File: src/rtl/mgmt_pkg.sv
package mgmt_pkg;

    localparam int CSR_AW     = 6;
    localparam int CSR_DW     = 64;
    localparam int ADR_W      = 5;
    localparam int DATA_W     = 16;
    localparam int DIV_W      = 8;
    localparam int PRE_BITS   = 32;
    localparam int BODY_BITS  = 2 + 2 + 2 * ADR_W + 2 + DATA_W;
    localparam int FRAME_BITS = PRE_BITS + BODY_BITS;
    localparam int IDX_W      = $clog2(FRAME_BITS);
    localparam int TA_HI_IDX  = DATA_W + 1;

    localparam logic [CSR_AW-1:0] OFS_CMD  = 6'h00;
    localparam logic [CSR_AW-1:0] OFS_WDAT = 6'h08;
    localparam logic [CSR_AW-1:0] OFS_RDAT = 6'h10;
    localparam logic [CSR_AW-1:0] OFS_CFG  = 6'h18;
    localparam logic [CSR_AW-1:0] OFS_EN   = 6'h20;

    typedef struct packed {
        logic [1:0]       op;
        logic [ADR_W-1:0] port;
        logic [ADR_W-1:0] dev;
    } cmd_t;

    typedef struct packed {
        logic             ext45;
        logic [4:0]       smp_hi;
        logic             smp_mode;
        logic             idle_lvl;
        logic             pre_en;
        logic [3:0]       smp_pt;
        logic [DIV_W-1:0] half_div;
    } cfg_t;

    typedef struct packed {
        logic                  go;
        logic                  rd;
        logic                  pre;
        logic [FRAME_BITS-1:0] bits;
    } job_t;

    typedef struct packed {
        logic              fin;
        logic              rd;
        logic              ta_ok;
        logic [DATA_W-1:0] data;
    } res_t;

    function automatic logic op_legal(input logic ext45, input logic [1:0] op);
        return ext45 || !op[1];
    endfunction

    function automatic logic op_reads(input logic ext45, input logic [1:0] op);
        return ext45 ? op[1] : (op == 2'd1);
    endfunction

    function automatic logic [1:0] wire_op(input logic ext45, input logic [1:0] op);
        if (ext45) return op;
        return (op == 2'd0) ? 2'b01 : 2'b10;
    endfunction

    function automatic logic [FRAME_BITS-1:0] pack_frame(input logic ext45, input cmd_t c,
                                                         input logic [DATA_W-1:0] wd);
        logic              rd;
        logic [1:0]        st;
        logic [1:0]        ta;
        logic [DATA_W-1:0] pay;
        rd  = op_reads(ext45, c.op);
        st  = ext45 ? 2'b00 : 2'b01;
        ta  = rd ? 2'b11 : 2'b10;
        pay = rd ? {DATA_W{1'b1}} : wd;
        return {{PRE_BITS{1'b1}}, st, wire_op(ext45, c.op), c.port, c.dev, ta, pay};
    endfunction

    function automatic logic [CSR_DW-1:0] cmd_view(input cmd_t c);
        return CSR_DW'({c.op, 3'b000, c.port, 3'b000, c.dev});
    endfunction

    function automatic logic [CSR_DW-1:0] cfg_view(input cfg_t c);
        return CSR_DW'({c.ext45, 3'b000, c.smp_hi, c.smp_mode, 1'b0, c.idle_lvl,
                        c.pre_en, c.smp_pt, c.half_div});
    endfunction

    function automatic logic [CSR_DW-1:0] dat_view(input logic pend, input logic val,
                                                   input logic [DATA_W-1:0] d);
        return CSR_DW'({pend, val, d});
    endfunction

endpackage

File: src/rtl/mgmt_mdc_gen.sv
module mgmt_mdc_gen
    import mgmt_pkg::*;
(
    input  logic             clk,
    input  logic             rst,
    input  logic             run,
    input  logic [DIV_W-1:0] half_div,
    output logic             mdc,
    output logic             rise_evt,
    output logic             fall_evt
);

    logic [DIV_W-1:0] cnt_q;
    logic             mdc_q;
    logic             wrap;

    assign wrap     = run && (cnt_q == half_div);
    assign rise_evt = wrap && !mdc_q;
    assign fall_evt = wrap && mdc_q;
    assign mdc      = mdc_q;

    always_ff @(posedge clk) begin
        if (rst || !run) begin
            cnt_q <= '0;
            mdc_q <= 1'b0;
        end else if (wrap) begin
            cnt_q <= '0;
            mdc_q <= ~mdc_q;
        end else begin
            cnt_q <= cnt_q + 1'b1;
        end
    end

    // each MDC level lasts exactly half_div+1 clocks
    assert_half_period_R9: assert property (@(posedge clk) disable iff (rst)
        (run && $past(run) && (mdc_q != $past(mdc_q))) |-> ($past(cnt_q) == $past(half_div)));

endmodule

File: src/rtl/mgmt_frame_shifter.sv
module mgmt_frame_shifter
    import mgmt_pkg::*;
(
    input  logic clk,
    input  logic rst,
    input  job_t job,
    input  logic enabled,
    input  logic rise_evt,
    input  logic fall_evt,
    input  logic mdio_i,
    output logic busy,
    output logic mdio_o,
    output logic mdio_oe,
    output res_t res
);

    logic [FRAME_BITS-1:0] frame_q;
    logic [IDX_W-1:0]      idx_q;
    logic [IDX_W-1:0]      idx_nx;
    logic [IDX_W-1:0]      idx_first;
    logic [DATA_W-1:0]     shift_q;
    logic                  busy_q;
    logic                  rd_q;
    logic                  ta_ok_q;
    logic                  mo_q;
    logic                  oe_q;
    res_t                  res_q;

    assign idx_nx    = idx_q - 1'b1;
    assign idx_first = job.pre ? IDX_W'(FRAME_BITS - 1) : IDX_W'(BODY_BITS - 1);

    always_ff @(posedge clk) begin
        if (rst) begin
            frame_q <= '0;
            idx_q   <= '0;
            shift_q <= '0;
            busy_q  <= 1'b0;
            rd_q    <= 1'b0;
            ta_ok_q <= 1'b0;
            mo_q    <= 1'b1;
            oe_q    <= 1'b0;
            res_q   <= '0;
        end else begin
            res_q.fin <= 1'b0;
            if (!enabled) begin
                busy_q <= 1'b0;
                oe_q   <= 1'b0;
                mo_q   <= 1'b1;
            end else if (job.go) begin
                busy_q  <= 1'b1;
                rd_q    <= job.rd;
                frame_q <= job.bits;
                idx_q   <= idx_first;
                mo_q    <= job.bits[idx_first];
                oe_q    <= 1'b1;
                ta_ok_q <= 1'b0;
            end else if (busy_q) begin
                if (rise_evt && rd_q) begin
                    if (idx_q == IDX_W'(TA_HI_IDX)) ta_ok_q <= !mdio_i;
                    if (idx_q < IDX_W'(DATA_W)) shift_q <= {shift_q[DATA_W-2:0], mdio_i};
                end
                if (fall_evt) begin
                    if (idx_q == '0) begin
                        busy_q     <= 1'b0;
                        oe_q       <= 1'b0;
                        mo_q       <= 1'b1;
                        res_q.fin  <= 1'b1;
                        res_q.rd   <= rd_q;
                        res_q.ta_ok<= ta_ok_q;
                        res_q.data <= shift_q;
                    end else begin
                        idx_q <= idx_nx;
                        mo_q  <= frame_q[idx_nx];
                        oe_q  <= !(rd_q && (idx_nx <= IDX_W'(TA_HI_IDX)));
                    end
                end
            end
        end
    end

    assign busy    = busy_q;
    assign mdio_o  = mo_q;
    assign mdio_oe = oe_q;
    assign res     = res_q;

    // MDIO is only driven while a frame is in flight
    assert_oe_in_frame_R11: assert property (@(posedge clk) disable iff (rst)
        oe_q |-> busy_q);

    // pin released at every sampling point of turnaround and read data
    assert_ta_release_R10: assert property (@(posedge clk) disable iff (rst)
        (busy_q && rise_evt && rd_q && (idx_q <= IDX_W'(TA_HI_IDX))) |-> !oe_q);

    // pin value changes only on a falling MDC event or at launch/end
    assert_drive_on_fall_R10: assert property (@(posedge clk) disable iff (rst)
        (busy_q && $past(busy_q) && enabled && !$past(fall_evt) && !$past(job.go)) |-> $stable(mo_q));

endmodule

File: src/rtl/mgmt_csr_bank.sv
module mgmt_csr_bank
    import mgmt_pkg::*;
(
    input  logic              clk,
    input  logic              rst,
    input  logic              wr_en,
    input  logic [CSR_AW-1:0] addr,
    input  logic [CSR_DW-1:0] wdata,
    output logic [CSR_DW-1:0] rdata,
    input  logic              busy,
    input  res_t              res,
    output job_t              job,
    output cfg_t              cfg,
    output logic              enabled
);

    cmd_t              cmd_q;
    cfg_t              cfg_q;
    logic [DATA_W-1:0] wdat_q;
    logic [DATA_W-1:0] rdat_q;
    logic              wval_q;
    logic              wpend_q;
    logic              rval_q;
    logic              rpend_q;
    logic              en_q;
    cmd_t              cmd_in;
    cfg_t              cfg_in;
    logic              hit_cmd;
    logic              hit_wdat;
    logic              hit_cfg;
    logic              hit_en;
    logic              start;
    logic              unused_wbits;

    assign unused_wbits = ^wdata;

    assign hit_cmd  = wr_en && (addr == OFS_CMD);
    assign hit_wdat = wr_en && (addr == OFS_WDAT);
    assign hit_cfg  = wr_en && (addr == OFS_CFG);
    assign hit_en   = wr_en && (addr == OFS_EN);

    assign cmd_in.op   = wdata[17:16];
    assign cmd_in.port = wdata[12:8];
    assign cmd_in.dev  = wdata[4:0];

    assign cfg_in.half_div = wdata[7:0];
    assign cfg_in.smp_pt   = wdata[11:8];
    assign cfg_in.pre_en   = wdata[12];
    assign cfg_in.idle_lvl = wdata[13];
    assign cfg_in.smp_mode = wdata[15];
    assign cfg_in.smp_hi   = wdata[20:16];
    assign cfg_in.ext45    = wdata[24];

    assign start    = hit_cmd && en_q && !busy && op_legal(cfg_q.ext45, cmd_in.op);
    assign job.go   = start;
    assign job.rd   = op_reads(cfg_q.ext45, cmd_in.op);
    assign job.pre  = cfg_q.pre_en;
    assign job.bits = pack_frame(cfg_q.ext45, cmd_in, wdat_q);

    always_ff @(posedge clk) begin
        if (rst) begin
            cmd_q   <= '0;
            cfg_q   <= '0;
            wdat_q  <= '0;
            rdat_q  <= '0;
            wval_q  <= 1'b0;
            wpend_q <= 1'b0;
            rval_q  <= 1'b0;
            rpend_q <= 1'b0;
            en_q    <= 1'b0;
        end else begin
            if (hit_wdat) wdat_q <= wdata[DATA_W-1:0];
            if (hit_cfg)  cfg_q  <= cfg_in;
            if (hit_en)   en_q   <= wdata[0];
            if (hit_cmd && !busy) cmd_q <= cmd_in;
            if (!en_q) begin
                wpend_q <= 1'b0;
                rpend_q <= 1'b0;
            end
            if (res.fin) begin
                if (res.rd) begin
                    rpend_q <= 1'b0;
                    rval_q  <= res.ta_ok;
                    rdat_q  <= res.data;
                end else begin
                    wpend_q <= 1'b0;
                    wval_q  <= 1'b1;
                end
            end
            if (start) begin
                if (job.rd) begin
                    rpend_q <= 1'b1;
                    rval_q  <= 1'b0;
                end else begin
                    wpend_q <= 1'b1;
                    wval_q  <= 1'b0;
                end
            end
        end
    end

    always_comb begin
        case (addr)
            OFS_CMD:  rdata = cmd_view(cmd_q);
            OFS_WDAT: rdata = dat_view(wpend_q, wval_q, wdat_q);
            OFS_RDAT: rdata = dat_view(rpend_q, rval_q, rdat_q);
            OFS_CFG:  rdata = cfg_view(cfg_q);
            OFS_EN:   rdata = CSR_DW'(en_q);
            default:  rdata = '0;
        endcase
    end

    assign cfg     = cfg_q;
    assign enabled = en_q;

    assert_pend_excl_R11: assert property (@(posedge clk) disable iff (rst)
        $onehot0({wpend_q, rpend_q}));

    assert_no_start_off_R2: assert property (@(posedge clk) disable iff (rst)
        !en_q |-> !job.go);

    assert_rval_clear_R12: assert property (@(posedge clk) disable iff (rst)
        $rose(rpend_q) |-> !rval_q);

    assert_c22_reject_R13: assert property (@(posedge clk) disable iff (rst)
        (hit_cmd && !cfg_q.ext45 && wdata[17]) |=> !$rose(wpend_q) && !$rose(rpend_q));

endmodule

File: src/rtl/mgmt_serial_master.sv
module mgmt_serial_master
    import mgmt_pkg::*;
(
    input  logic              clk,
    input  logic              rst,
    input  logic              csr_wr_en,
    input  logic [CSR_AW-1:0] csr_addr,
    input  logic [CSR_DW-1:0] csr_wdata,
    output logic [CSR_DW-1:0] csr_rdata,
    output logic              mdc_o,
    output logic              mdio_o,
    output logic              mdio_oe,
    input  logic              mdio_i
);

    job_t job;
    cfg_t cfg;
    res_t res;
    logic enabled;
    logic busy;
    logic rise_evt;
    logic fall_evt;

    mgmt_csr_bank u_csr (
        .clk     (clk),
        .rst     (rst),
        .wr_en   (csr_wr_en),
        .addr    (csr_addr),
        .wdata   (csr_wdata),
        .rdata   (csr_rdata),
        .busy    (busy),
        .res     (res),
        .job     (job),
        .cfg     (cfg),
        .enabled (enabled)
    );

    mgmt_mdc_gen u_mdc (
        .clk      (clk),
        .rst      (rst),
        .run      (busy && enabled),
        .half_div (cfg.half_div),
        .mdc      (mdc_o),
        .rise_evt (rise_evt),
        .fall_evt (fall_evt)
    );

    mgmt_frame_shifter u_shift (
        .clk      (clk),
        .rst      (rst),
        .job      (job),
        .enabled  (enabled),
        .rise_evt (rise_evt),
        .fall_evt (fall_evt),
        .mdio_i   (mdio_i),
        .busy     (busy),
        .mdio_o   (mdio_o),
        .mdio_oe  (mdio_oe),
        .res      (res)
    );

    assert_mdc_idle_R2: assert property (@(posedge clk) disable iff (rst)
        !enabled |=> !mdc_o);

endmodule

File: config.mk
export PLATFORM = sky130hd
export DESIGN_NAME = mgmt_serial_master
export DESIGN_NICKNAME = d
export VERILOG_FILES = /design/src/rtl/mgmt_pkg.sv /design/src/rtl/mgmt_mdc_gen.sv /design/src/rtl/mgmt_frame_shifter.sv /design/src/rtl/mgmt_csr_bank.sv /design/src/rtl/mgmt_serial_master.sv
export SDC_FILE = /design/constraint.sdc
export NUM_CORES = 1
export LEC_CHECK = 0
export BUFFER_PORTS_ARGS = -buffer_cell sky130_fd_sc_hd__buf_2
export CAP_MARGIN = 5
export CORE_ASPECT_RATIO = 1.2
export CORE_MARGIN = 2
export CORE_UTILIZATION = 59
export DETAILED_ROUTE_END_ITERATION = 8
export PLACE_DENSITY = 0.88
export SLEW_MARGIN = 25
export SYNTH_ARGS = -nofsm -noshare
export SYNTH_HDL_FRONTEND = slang
export SYNTH_SLANG_ARGS = --single-unit
export TNS_END_PERCENT = 20
File: constraint.sdc
create_clock -name clk -period 6.04 [get_ports clk]
set_input_delay 0.302 -clock clk [delete_from_list [all_inputs] [get_ports clk]]
set_output_delay 0.302 -clock clk [all_outputs]
set_load 0.005 [all_outputs]
==> reports/qor.yml, run 1 <==
p_leak_nw: 2.86
hold_depth: 3
synth_mux_area_share_pct: 7.88
ys_ff_latch: 155
grt_pass1_wl_um: 28300
critical_path.cell_chain: "inv_1 > ha_1 > mux4_2 > mux4_2 > nand2b_1 > o211ai_1 > nand3_1"
p_int_mw: 1.78
io_buffers: 56
worstSetupPathType: "reg -> reg"
final_cell_mix: "nand2_1 (232), dfxtp_1 (155), a21oi_1 (116)"
core-area_um2: 11500
overflow: 0
nNetsFinal: 950
die_h_um: 123
holdBufCountCts: 0
seq_area_frac_synth_pct: 44.5
rows: 43
end_kind: "flop"
post-cts-setup-buffers: 0
dr_total_vias: 5978
drive_above_1_share_pct: 14.0
cts.sinks: 155
gp_congestion: 0.870
cts_root_buf: "clkbuf_16"
diodes: 0
yosys.area_share.simple_pct: 24.2
cpMostUsedCell: "mux4_2"
fmax_ghz: 0.318
max_stage_delay_ps: 810
synth_top_family_by_area: "simple AND/OR/NAND/NOR gates"
synth_cells: 845
synth_compound_area_share_pct: 11.3
r2r-start: "u_shift.idx_q[0]"
cts_buffers: 17
drc: 0
start_util_pct: 60.5
tightest_slew_ps: 1040
powerDensity_nw_per_um2: 291
grtUsageTotal_pct: 29.2
slowest_stage: "dfxtp_1"
peakVddDrop_v: 0.000184
pin_count: 141
p_total_mw: 2.25
die_w_um: 103
p_switching_mw: 0.469
htree_num_levels: 4
ant_nets: 0
synth_ff_type: "dfxtp_1"
final.fill_count: 902
wire_per_inst_um: 16.9
netlist_area_um2: 6970
hp-class: "in -> reg"
layout_commonest_cell: "nand2_1"
min_period_over_period_pct: 52.0
tns_ps: 0
combPwrFrac_pct: 2.9
cts_max_path_buffers: 2
multi_input_area_um2: 3440
worstPathArrival_ps: 3450
synth-xor-area-share_pct: 2.51
drtIter0Drc: 558
dpl.hpwl_um: 11100
startpoint_type: "flop"
grt_max_degree: 105
finalWirelength_um: 17600
status: "completed"
fin_util_pct: 67.2
cts_tree: "yes"
yosysWarnings: 0
clkTransAtPathRegs_ps: 60
setup_viol_count_final: 0
area_growth_pct: 11.1
slew_headroom_pct: 30.7
r2r_cells: 7
async_reset_ff_share_pct: 0
antenna_found_initial: 0
hold_start: "csr_wdata[19]"
first_global_vias: 5792
slew_viol_final: 0
dr.pass1.iters: 5
hold_viol: 0
synth_area_per_cell_um2: 8.24
clock-skew-final_ps: 7.64
cp_max_fo: 13
yosysUniqueCellTypes: 44
worstSkewPairLatency_ps: 430
startpoint: "u_shift.idx_q[0]"
p_seq_share_pct: 45.5
ctsResizeCount: 0
drt-vias-per-instance: 5.75
synth_fa_ha_area_share_pct: 1.08
synth_edf_count: 0
required_ps: 6340
finalCriticalPeriod_ps: 3140
grt_setup_unrepaired: "false"
register_area_um2: 3100
switching_share_pct: 20.8
drv_cap: 0
pwr-share-clk_pct: 51.6
fp.dieArea_um2: 12700
per-stage QoR:
stage	hold slack (ps)	cells	cell area [um^2]	setup slack, ps
floorplan	432	886	7120	3460
global placement	438	1007	7060	2960
detailed placement	443	1007	7070	2900
CTS	110	1039	7710	2930
global route	115	1040	7740	2750
finish	114	1040	7740	2900
state kept, by name, summed over array words and instances, names as in the netlist:
signal and count:
u_csr.wdat_q 16, u_csr.enabled 1, u_csr.wpend_q 1, u_shift.busy 1, u_shift.mdio_oe 1, u_csr.wval_q 1, u_shift.res 19, u_mdc.mdc 1
u_shift.frame_q 31, u_shift.shift_q 16, u_mdc.cnt_q 8, u_csr.cmd_q 12, u_shift.idx_q 6, u_shift.mdio_o 1, u_shift.ta_ok_q 1, u_csr.rval_q 1
u_csr.cfg 21, u_csr.rdat_q 16, u_csr.rpend_q 1
critical path, delay by kind of cell, from the launching register on:
kind            cells  cell delay [ps]
flops               1              810
simple gates        2              250
fa+ha+maj           1              700
compound gates      1              100
buf+inv             1              270
mux                 2              880
worst paths after layout:
kind | end | slack, ps
worst min-delay path | u_csr.cfg[18] | 110
worst max register to register | u_shift.mdio_o | 2900
worst min register to register | u_csr.rdat_q[9] | 450
worst max-delay path | u_shift.mdio_o | 2900
metal layers:
metal,vias to the layer above,GRT usage [%],wire (um)
li1,2795,-,-
met3,79,6.33,1440
met5,-,0,0
met4,0,15.5,787
met2,350,46.5,8530
met1,2754,37.1,6860
power by group through the flow:
stage | sequential [mW] | combinational, mW | clock (mW)
2_1_floorplan | 1.05 | 0.0552 | 0
3_3_place_gp | 1.05 | 0.0598 | 0
3_5_place_dp | 1.05 | 0.0599 | 0
4_1_cts | 1.02 | 0.0603 | 1.16
5_1_grt | 1.02 | 0.0714 | 1.21
6_report | 1.02 | 0.0649 | 1.16
kinds of logic after synthesis:
group | after synthesis
adder cells (fa/ha/maj) | 6
buffers and inverters | 101
multiplexers | 28
other | 1
AO/OA/AOI/OAI | 145
XOR/XNOR | 20
flip-flops | 155
AND/OR/NAND/NOR | 389
cells in the mapped netlist, types with 3 or more instances:
cell type / count / area [um^2]
mux4_2: 21 / 473
inv_1: 6 / 22.5
and3_1: 7 / 43.8
mux2_2: 5 / 56.3
xor2_1: 16 / 140
nor3_1: 29 / 145
clkbuf_1: 35 / 131
a221oi_1: 4 / 35.0
and2_1: 17 / 106
dfxtp_1: 155 / 3100
buf_6: 3 / 33.8
nor2_1: 60 / 225
buf_2: 9 / 45.0
a211oi_1: 7 / 52.6
nand2b_1: 6 / 37.5
ha_1: 6 / 75.1
buf_4: 46 / 345
a22oi_1: 5 / 37.5
a21oi_1: 116 / 581
or3_1: 3 / 18.8
xnor2_1: 4 / 35.0
o21ai_0: 7 / 35.0
nand3_1: 16 / 80.1
nand2_1: 232 / 871
nand4_1: 3 / 18.8
area by class of cell:
cell class	count	share of cell area, %
multi-input cells	630	44.5
clock buffers	20	5.77
inverters	6	0.291
repair buffers	60	4.30
flip-flops and latches	155	40.1
well taps	157	2.54
clock inverters	12	2.52
(Power assumes the default switching activity.)
==> run 2, diff against run 1 <==
- CORE_UTILIZATION: 59 -> 50
- PLACE_DENSITY: 0.88 -> 0.8
- clock period: 6.04 -> 2.6 ns (I/O delays scaled with it)
==> run 2 against run 1 <==
Against the previous run: non-clock buffer count increased by 31; worst hold slack got worse by 100 ps; global-route usage decreased by 5.5 points; critical path type unchanged.
==> reports/qor.yml, run 2 (synthesized netlist as in run 1, its figures left out) <==
finalCriticalPeriod_ps: 2470
dr_total_vias: 6016
diodes: 0
globalRoute.busiestLayer: "met2"
pin_count: 141
nNetsFinal: 981
grtUsageTotal_pct: 23.7
required_ps: 2890
grt_setup_unrepaired: "false"
end_kind: "flop"
grtUsageMet2_pct: 41.8
tightest_slew_ps: 802
holdBufCountCts: 17
slew_viol_final: 0
largest_reg_flops: 31
finalWirelength_um: 17700
post-cts-setup-buffers: 0
drv_cap: 0
min_period_over_period_pct: 94.9
fmax_ghz: 0.405
p_total_mw: 4.95
grt_max_degree: 77
dpl_cell_area_um2: 7210
drc: 0
io_buffers: 56
core-area_um2: 13700
first_global_vias: 5797
die_w_um: 112
drt-vias-per-instance: 5.54
met3_usage_pct: 4.19
htree_num_levels: 4
largest-register: "u_shift.frame_q"
powerDensity_nw_per_um2: 622
hp-class: "in -> reg"
dr.pass1.iters: 5
slew_headroom_pct: 46.4
antenna_found_initial: 0
worstSetupPathType: "reg -> reg"
cts_tree: "yes"
setup_viol_count_final: 0
p_leak_nw: 2.96
fp.dieArea_um2: 14900
hold_viol: 0
final_cell_mix: "nand2_1 (232), dfxtp_1 (155), a21oi_1 (116)"
globalRouteMet1Util_pct: 28.5
dpl.cell_count: 1036
worstPathArrival_ps: 2760
gp_congestion: 0.861
tns_ps: 0
cts_max_path_buffers: 2
cp_max_fo: 10
final_cells: 1085
area_growth_pct: 14.2
drive_above_1_share_pct: 15.0
fin_area_um2: 7960
ant_nets: 0
clkTransAtPathRegs_ps: 60
peakVddDrop_v: 0.000420
grt_pass1_wl_um: 28400
dpl.hpwl_um: 11800
cts_buffers: 17
die_h_um: 133
start_util_pct: 50.8
rows: 47
startpoint_type: "flop"
wire_per_inst_um: 16.3
drtIter0Drc: 449
worstSkewPairLatency_ps: 410
overflow: 0
clock-skew-final_ps: 6.33
cts.sinks: 155
ctsResizeCount: 0
cts_root_buf: "clkbuf_16"
whs_ps: 12.4
status: "completed"
layout_commonest_cell: "nand2_1"
[run 2: cell types whose count changed in the layout (fill, tap and decap cells not counted), sizes merged]
cell | before | now
clkinvlp | 1 | 5
buf | 60 | 74
clkbuf | 20 | 21
dlygate4sd3 | 0 | 17
clkinv | 6 | 4
bufinv | 5 | 2
[run 2: final cells by class]
type / count / area [um^2]
clock buffers: 21 / 450
fillers: 1154 / 5750
well taps: 171 / 214
inverters: 6 / 22.5
repair buffers: 91 / 613
flip-flops and latches: 155 / 3100
clock inverters: 11 / 121
multi-input cells: 630 / 3430
[run 2: final timing paths]
check | from | end | slack [ps] | cells past startpoint
worst max-delay path | u_shift.idx_q[1] | u_shift.mdio_o | 130 | 7
worst min-delay path | csr_wdata[16] | u_csr.cfg[15] | 10 | 3
worst max register to register | u_shift.idx_q[1] | u_shift.mdio_o | 130 | 7
worst min register to register | u_shift.res[5] | u_csr.rdat_q[5] | 450 | 2
[run 2: per-layer routing]
| metal | vias up | wire length, um |
|---|---|---|
| met5 | - | 0 |
| met4 | 0 | 541 |
| met3 | 49 | 1020 |
| met2 | 245 | 9020 |
| met1 | 2859 | 7090 |
| li1 | 2863 | - |
[run 2: metrics by stage]
stage / utilization [%] / worst slack [ps]
global route: 58.1 / 51.7
detailed placement: 52.7 / 132
floorplan: - / 16.9
CTS: 58.1 / 141
finish: 58.1 / 132
global placement: 52.7 / 186
[run 2: critical path: stages, from the launching register on]
cell      delay, ps
dfxtp_1         390
inv_1           120
ha_1            600
mux4_2          390
mux4_2          480
nand2b_1        150
o211ai_1        110
nand3_1         100
[run 2: report_power, final]
| group | total [mW] | internal [mW] | leakage (nW) | switching [mW] |
|---|---|---|---|---|
| Clock | 2.40 | 1.43 | 0.265 | 0.963 |
| Combinational | 0.172 | 0.0580 | 1.44 | 0.114 |
| Sequential | 2.38 | 2.38 | 1.25 | 0.00246 |
==> run 3, diff against run 2 <==
- CORE_UTILIZATION: 50 -> 60
- CTS_BUF_LIST: not set -> sky130_fd_sc_hd__clkbuf_8
- PLACE_DENSITY: 0.8 -> 0.89
- clock period: 2.6 -> 3 ns (I/O delays scaled with it)
==> run 3 against run 2 <==
Against the previous run: clock skew rose by 5.1 ps; die area fell by 16%; utilization rose by 10 points; register-to-register slack improved by 410 ps; critical endpoint unchanged; highest routed layer unchanged; combinational power fell by 12%; first-iteration DRC count rose by 49%; count of clock-buffer cells in the layout fell by 4; worst hold slack improved by 8.0 ps; clock power fell by 25%; via count rose by 2.9%; final area fell by 1.8%.
==> reports/qor.yml, run 3 (synthesized netlist as in run 1, its figures left out) <==
status: "completed"
cts.sinks: 155
finalWirelength_um: 17800
slew_headroom_pct: 41.0
diodes: 0
slew_viol_final: 0
worstSetupPathType: "reg -> reg"
grtUsageTotal_pct: 28.8
cts_buffers: 17
drive_above_1_share_pct: 14.7
hp-class: "in -> reg"
area_growth_pct: 12.2
pin_count: 141
clock-skew-final_ps: 11.4
htree_num_levels: 4
max_stage_delay_ps: 590
peakVddDrop_v: 0.000339
cts_tree: "yes"
final.fill_count: 864
grt_setup_unrepaired: "false"
cts_root_buf: "clkbuf_8"
slowest_stage: "ha_1"
hold_viol: 0
setup_viol_count_final: 0
dr.pass1.iters: 6
dr_total_vias: 6191
place_ws_ps: 559
fp.dieArea_um2: 12500
worstSkewPairLatency_ps: 450
cp_max_fo: 10
multi_input_area_um2: 3430
clkTransAtPathRegs_ps: 90
end_kind: "flop"
drc: 0
die_w_um: 102
first_global_vias: 5608
drtIter0Drc: 671
startpoint_type: "flop"
wire_per_inst_um: 16.6
tns_ps: 0
layout_commonest_cell: "nand2_1"
antenna_found_initial: 0
start_util_pct: 60.8
worstPathArrival_ps: 2780
p_leak_nw: 2.91
powerDensity_nw_per_um2: 512
grt_pass1_wl_um: 27700
tightest_slew_ps: 883
dpl.hpwl_um: 11700
cpMostUsedCell: "mux4_2"
ant_nets: 0
whs_ps: 20.4
layout_setup_ws_ps: 547
largest-register: "u_shift.frame_q"
grt_max_degree: 108
register_area_um2: 3100
die_h_um: 122
required_ps: 3330
cts_max_path_buffers: 2
finalCriticalPeriod_ps: 2450
drv_cap: 0
core-area_um2: 11500
min_period_over_period_pct: 81.8
gp_congestion: 0.909
critical_path.cell_chain: "inv_1 > ha_1 > mux4_2 > mux4_2 > nand2b_1 > o211ai_1 > nand3_1"
overflow: 0
fin_util_pct: 68.2
nNetsFinal: 981
ctsResizeCount: 0
io_buffers: 56
drt-vias-per-instance: 5.78
fmax_ghz: 0.408
final_cell_mix: "nand2_1 (232), dfxtp_1 (155), a21oi_1 (116)"
rows: 43
largest_reg_flops: 31
-- run 3: cell count changes in the layout (fill, tap and decap cells not counted), moves of 2 or more --
| cell | previous run | this run |
|---|---|---|
| dlygate4sd3_1 | 17 | 22 |
| inv_6 | 0 | 3 |
| buf_4 | 17 | 13 |
| buf_12 | 2 | 0 |
| clkbuf_16 | 17 | 0 |
| clkbuf_8 | 1 | 17 |
| clkbuf_1 | 3 | 0 |
| clkinvlp_4 | 5 | 3 |
| bufinv_16 | 2 | 5 |
-- run 3: area by class of cell --
cell class / count / area share, %
clock buffers: 17 / 2.99
repair buffers: 91 / 7.73
flip-flops and latches: 155 / 39.7
clock inverters: 15 / 2.83
well taps: 157 / 2.51
multi-input cells: 630 / 43.9
inverters: 6 / 0.288
-- run 3: report_power, final --
part	internal (mW)	switching, mW
Combinational	0.0528	0.0989
Sequential	2.06	0.00221
Clock	0.992	0.797
Total	3.10	0.898
-- run 3: final timing paths --
kind	slack, ps	endpoint	start	cells past startpoint
setup reg to reg	550	u_shift.mdio_o	u_shift.idx_q[1]	7
hold reg to reg	460	u_csr.rdat_q[2]	u_shift.res[2]	2
hold / removal	20	u_csr.cmd_q[11]	csr_wdata[17]	3
setup / recovery	550	u_shift.mdio_o	u_shift.idx_q[1]	7
-- run 3: per-layer routing --
metal | global-route usage (%) | wire length, um | up-vias
li1 | - | - | 2864
met1 | 35.6 | 6790 | 2911
met2 | 48.0 | 8900 | 342
met3 | 6.08 | 1330 | 74
met4 | 13.0 | 736 | 0
met5 | 0 | 0 | -
-- run 3: worst max-delay path: cells and delay by family (launching register included) --
family                     cells  cell delay (ps)
DFF                            1              380
muxes                          2              900
AOI/OAI and AO/OA              1               90
adders and majority gates      1              590
buffers and inverters          1              120
and+or+nand+nor                2              250
-- run 3: repair_timing --
item,CTS,global route
endpoints found under the setup margin,0,0
buffers inserted,0,0
hold endpoints to repair,53,0
hold buffers,22,0
-- run 3: through the flow --
| step | cells | power, mW | area [um^2] |
|---|---|---|---|
| after floorplan | 886 | 2.22 | 7120 |
| after global placement | 1017 | 2.23 | 7130 |
| after detailed placement | 1017 | 2.23 | 7130 |
| after CTS | 1071 | 4.00 | 7810 |
| after global routing | 1071 | 4.10 | 7810 |
| final | 1071 | 4.00 | 7810 |
